File: config.mk
export PLATFORM = sky130hd
export DESIGN_NAME = bus_quantum_arbiter
export DESIGN_NICKNAME = d
export VERILOG_FILES = /design/src/rtl/bqa_pkg.sv /design/src/rtl/bqa_rr_pick.sv /design/src/rtl/bqa_word_cnt.sv /design/src/rtl/bqa_dma_gap.sv /design/src/rtl/bus_quantum_arbiter.sv
export SDC_FILE = /design/constraint.sdc
export NUM_CORES = 1
export LEC_CHECK = 0
export BUFFER_PORTS_ARGS = -buffer_cell sky130_fd_sc_hd__buf_2
export CORE_MARGIN = 2
export CORE_UTILIZATION = 45
export DETAILED_ROUTE_END_ITERATION = 7
export HOLD_SLACK_MARGIN = 0.12
export PLACE_DENSITY = 0.66
export SETUP_SLACK_MARGIN = 0.4
export SYNTH_ARGS = -nofsm -noshare
export SYNTH_HDL_FRONTEND = slang
export SYNTH_SLANG_ARGS = --single-unit
File: constraint.sdc
create_clock -name clk_i -period 5.4 [get_ports clk_i]
set_input_delay 0.81 -clock clk_i [delete_from_list [all_inputs] [get_ports clk_i]]
set_output_delay 0.81 -clock clk_i [all_outputs]
set_load 0.01 [all_outputs]
File: src/rtl/bqa_pkg.sv
package bqa_pkg;
  localparam int unsigned N_MST_DEF   = 4;
  localparam int unsigned QUANTUM_DEF = 4;
  localparam int unsigned DMA_GAP_DEF = 13;
  localparam int unsigned CH_W_DEF    = 2;

  typedef enum logic [1:0] {
    MST_CPU = 2'd0,
    MST_DMA = 2'd1,
    MST_XPP = 2'd2,
    MST_EXT = 2'd3
  } mst_e;

  function automatic int unsigned cnt_w(int unsigned q);
    return (q > 1) ? $clog2(q) : 1;
  endfunction
endpackage

File: src/rtl/bqa_rr_pick.sv
module bqa_rr_pick #(
  parameter int unsigned N  = 4,
  parameter int unsigned IW = $clog2(N)
) (
  input  logic [N-1:0]  cand_i,
  input  logic [IW-1:0] base_i,
  output logic          vld_o,
  output logic [IW-1:0] idx_o
);
  always_comb begin
    int unsigned j;
    logic [IW-1:0] jj;
    vld_o = 1'b0;
    idx_o = '0;
    for (int unsigned k = 0; k < N; k++) begin
      j  = (int'(base_i) + k) % N;
      jj = IW'(j);
      if (!vld_o && cand_i[jj]) begin
        vld_o = 1'b1;
        idx_o = jj;
      end
    end
  end
endmodule

File: src/rtl/bqa_word_cnt.sv
module bqa_word_cnt #(
  parameter int unsigned QUANTUM = 4,
  parameter int unsigned CW      = bqa_pkg::cnt_w(QUANTUM)
) (
  input  logic          clk_i,
  input  logic          rst_ni,
  input  logic          clr_i,
  input  logic          beat_i,
  output logic [CW-1:0] cnt_o,
  output logic          last_o
);
  logic [CW-1:0] cnt_q;

  assign last_o = (cnt_q == CW'(QUANTUM - 1));
  assign cnt_o  = cnt_q;

  always_ff @(posedge clk_i or negedge rst_ni) begin
    if (!rst_ni)     cnt_q <= '0;
    else if (clr_i)  cnt_q <= '0;
    else if (beat_i) cnt_q <= last_o ? '0 : cnt_q + 1'b1;
  end
endmodule

File: src/rtl/bqa_dma_gap.sv
module bqa_dma_gap #(
  parameter int unsigned DMA_GAP = 13,
  parameter int unsigned CH_W    = 2,
  parameter int unsigned GW      = $clog2(DMA_GAP + 1)
) (
  input  logic            clk_i,
  input  logic            rst_ni,
  input  logic            req_i,
  input  logic            granted_i,
  input  logic            beat_i,
  input  logic [CH_W-1:0] ch_i,
  output logic            block_o
);
  logic [CH_W-1:0] last_ch_q;
  logic            ch_vld_q;
  logic [GW-1:0]   gap_q;
  logic            chg;

  // channel switch seen while DMA is off the bus and no penalty is running
  assign chg     = req_i && ch_vld_q && (ch_i != last_ch_q) && !granted_i && (gap_q == '0);
  assign block_o = chg || (gap_q != '0);

  always_ff @(posedge clk_i or negedge rst_ni) begin
    if (!rst_ni) begin
      last_ch_q <= '0;
      ch_vld_q  <= 1'b0;
      gap_q     <= '0;
    end else begin
      if (chg) begin
        gap_q     <= GW'(DMA_GAP - 1);
        last_ch_q <= ch_i;
      end else if (gap_q != '0) begin
        gap_q <= gap_q - 1'b1;
      end
      if (beat_i) begin
        last_ch_q <= ch_i;
        ch_vld_q  <= 1'b1;
      end
    end
  end
endmodule

File: src/rtl/bus_quantum_arbiter.sv
module bus_quantum_arbiter #(
  parameter  int unsigned N_MST   = bqa_pkg::N_MST_DEF,
  parameter  int unsigned QUANTUM = bqa_pkg::QUANTUM_DEF,
  parameter  int unsigned DMA_GAP = bqa_pkg::DMA_GAP_DEF,
  parameter  int unsigned DMA_IDX = 1,
  parameter  int unsigned CH_W    = bqa_pkg::CH_W_DEF,
  localparam int unsigned CW      = bqa_pkg::cnt_w(QUANTUM),
  localparam int unsigned IW      = $clog2(N_MST)
) (
  input  logic             clk_i,
  input  logic             rst_ni,
  input  logic [N_MST-1:0] req_i,
  input  logic             rdy_i,
  input  logic [CH_W-1:0]  dma_ch_i,
  output logic [N_MST-1:0] gnt_o,
  output logic [CW-1:0]    word_cnt_o,
  output logic             dma_hold_o
);
  logic [IW-1:0]    owner_q;
  logic             owned_q;
  logic [N_MST-1:0] elig, others, cand, owner_mask;
  logic [IW-1:0]    base, pick_idx;
  logic             pick_vld;
  logic             own_req, beat, last, rel, arb;
  logic             dma_block, dma_owner;

  assign dma_owner = owned_q && (owner_q == IW'(DMA_IDX));

  always_comb begin
    elig          = req_i;
    elig[DMA_IDX] = req_i[DMA_IDX] && !dma_block;
  end

  assign owner_mask = owned_q ? (N_MST'(1) << owner_q) : '0;
  assign others     = elig & ~owner_mask;
  assign own_req    = owned_q && req_i[owner_q];
  assign beat       = own_req && rdy_i;
  assign rel        = owned_q && (!own_req || (beat && last && (others != '0)));
  assign arb        = !owned_q || rel;
  assign cand       = owned_q ? others : elig;
  assign base       = (owner_q == IW'(N_MST - 1)) ? '0 : owner_q + 1'b1;

  bqa_rr_pick #(.N(N_MST), .IW(IW)) i_pick (
    .cand_i (cand),
    .base_i (base),
    .vld_o  (pick_vld),
    .idx_o  (pick_idx)
  );

  bqa_word_cnt #(.QUANTUM(QUANTUM), .CW(CW)) i_cnt (
    .clk_i  (clk_i),
    .rst_ni (rst_ni),
    .clr_i  (arb),
    .beat_i (beat),
    .cnt_o  (word_cnt_o),
    .last_o (last)
  );

  bqa_dma_gap #(.DMA_GAP(DMA_GAP), .CH_W(CH_W)) i_gap (
    .clk_i     (clk_i),
    .rst_ni    (rst_ni),
    .req_i     (req_i[DMA_IDX]),
    .granted_i (dma_owner),
    .beat_i    (beat && dma_owner),
    .ch_i      (dma_ch_i),
    .block_o   (dma_block)
  );

  assign dma_hold_o = dma_block;

  // reset owner to the top index so the first scan starts at 0
  always_ff @(posedge clk_i or negedge rst_ni) begin
    if (!rst_ni) begin
      owner_q <= IW'(N_MST - 1);
      owned_q <= 1'b0;
    end else if (arb) begin
      if (pick_vld) begin
        owner_q <= pick_idx;
        owned_q <= 1'b1;
      end else begin
        owned_q <= 1'b0;
      end
    end
  end

  for (genvar i = 0; i < N_MST; i++) begin : g_gnt
    assign gnt_o[i] = owned_q && (owner_q == IW'(i));
  end
endmodule

==> run metrics <==
FFs w/ async S/R, synth=1.000; TritonCTS buffer count=3; CTS tree=built; Pleak=0.0004965 uW; sequential share of the synthesized area=0.2995; Final Critical Period=about 2.6 ns; DR WL/cell=13.13 um; Hold/Removal Path Class=in -> async; max_slew headroom=0.6704; Fillers=217; Die Width=between 50 and 60 um; pwr/cell area=577.6 nW/um^2; Starting Density=0.4660; core box area=2170 sq um; max-cap viol count=0; Worst Slack Setup Final=2.817 ns; GRT overflow=0; crit path cell chain=inv_1 > ha_1 > nand2_1 > nand2_1 > or2_1 > nand2_1 > buf_2; slowest CP cell=dfstp_2; Total GRT Usage=0.1733; I/O Pins=16; crit-path max FO=4; H-tree depth=1; Syn-to-layout area delta=10.89%; crit-path leading delay family=flip-flops; Hold WS=0.4059 ns; layout cells sized above 1=0.2479; cell area after synthesis=1011 sq um; max-slew violation count=0; worst skew pair latency=0.27 ns; sequential cell area=302.8 sq um; Vias=813; Final period util=0.4784; Final setup viols=0; vias in the first global route=821; Worst setup EP type=primary output; Clock Skews=0.005349 ns; worst-case clock buffer depth=2; Clock transition at path regs=0.08 ns; port bufs=15; multi-input combinational cell area=641.9 sq um; Non-Filler Instances=approximately 150; yosys warns=0; max frequency=about 390 MHz; antenna-violating nets left=0; Synth Net Count=123; Worst setup SP type=flip-flop; DP Worst Slack=roughly 2.8 ns; Row Count=17; ant diodes=0; CTS Hold Buffers Added=0; Root Driver=clkbuf_4; number of clock sinks=12; Setup CP Type=reg -> out; setup repair bufs after CTS=0; dpl hpwl=1597 um; number of flops mapped to enable cells by yosys=0; #FFs+latches synth=12; status=finished, final reports clean; commonest non-fill, non-tap cell in the layout=buf_2; Cell variety after synth=46; placed cell count=145; crit path DAT=1.77 ns; most frequent cell on the critical path=nand2_1; nets@finish=approximately 140; drc violations=0; total power=approximately 650 uW; Final TNS setup=0 ns; cell count after synthesis=107; syn_area_per_cell=9.448 sq um; largest net degree at the start of global routing=13; DRT Wirelength=1957 um; Die Y-Extent=about 51 um; Placer Congestion=0.9249; Final Hold Vio Count=0; TritonRoute pass-1 iters=4; most frequent cells in the layout=buf_2 (15), dfrtp_1 (10), nand2_1 (9), nor2_1 (9); Slowest Stage Delay on Critical Path=roughly 0.56 ns; unrepaired setup endpoints after global routing=no; die area=2642 sq um; first-pass GRT wire length=3553 um; DR iter-0 viols=12; CP Data Required Time=4.59 ns; Peak VDD IR=264.1 uV; vias per cell=approximately 5.5; flop2flop setup slack=between 3 and 4 ns; antenna violations before repair=0; Resized Gates After CTS=0; buffers and inverters on the worst path=2; Top FF cell, synth=dfrtp_1; Slew @ Worst Pin=0.4892 ns
power breakdown:
group / internal (uW) / switching (uW) / leakage [uW]
combinational: 176 / 205 / 0.000337
sequential: 140 / 57.0 / 0.000139
clock: 40.9 / 29.1 / 0.0000210
through the flow:
step	area, sq um	utilization
6_report	1121	0.5167
5_1_grt	1121	0.5167
4_1_cts	1121	0.5167
3_5_place_dp	1085	0.5000
3_3_place_gp	1085	0.5000
2_1_floorplan	1011	-
cell families (layout without fill, tap and decap cells):
logic type                 Yosys count  after routing  synth area share
AOI/OAI and AO/OA                   32             32            0.2674
xor gates and xnor gates             4              4           0.03466
adders and majority gates            7              7           0.08663
buffers and inverters               13             27           0.06559
DFF                                 12             12            0.2995
muxes                                6              6           0.07549
and+or+nand+nor                     33             33            0.1708
flip-flops by register name (all words and copies together) (netlist names):
register         count
i_gap.ch_vld_q       1
i_gap.gap_q          4
owned_q              1
owner_q              2
i_gap.last_ch_q      2
i_cnt.cnt_o          2
synth_stat cells, types with 2 or more instances:
cell type   n  area share
and2_1      3       0.019
a21boi_0    3       0.022
xor2_1      3       0.026
nand3b_1    2       0.015
o31ai_1     3       0.022
inv_1       8       0.030
mux2i_1     2       0.020
nor2_1      9       0.033
a21oi_1     8       0.040
mux2_1      3       0.033
buf_4       2       0.015
ha_1        7       0.087
dfrtp_1    10        0.25
nand2b_1    2       0.012
dfstp_2     2       0.052
nand2_1     9       0.033
buf_2       2      0.0099
worst register-to-register path, stage by stage, from the launching register on:
cell and delay (ns):
dfstp_2 0.66, ha_1 0.42, a21oi_1 0.11, o221a_1 0.27
a211oi_1 0.25, o32ai_2 0.12, mux2_1 0.31
path summary, 6_finish.rpt:
check	end	cells past startpoint	from
worst min register to register	i_gap.last_ch_q[1]	1	i_gap.last_ch_q[1]
worst min-delay path	i_gap.last_ch_q[1]	1	rst_ni
worst max-delay path	dma_hold_o	7	owner_q[1]
max in group asynchronous	owner_q[0]	1	rst_ni
min in group clk_i	i_gap.last_ch_q[1]	1	i_gap.last_ch_q[1]
worst max register to register	owner_q[0]	6	owner_q[0]
layout make-up:
type	count	share of cell area
sequential	12	0.2701
tap	28	0.03125
timing repair buffer	15	0.06696
inverter	8	0.02679
clock buffer	4	0.03237
multi-input combinational	82	0.5725
layer usage:
layer  vias to the layer above  global-route usage  wire length [um]
li1                        412                   -                 -
met1                       385              0.2431              1015
met2                        14              0.2799               884
met3                         2             0.02632                51
met4                         0             0.03947                 5
met5                         -                   0                 0
(Power assumes the default switching activity.)
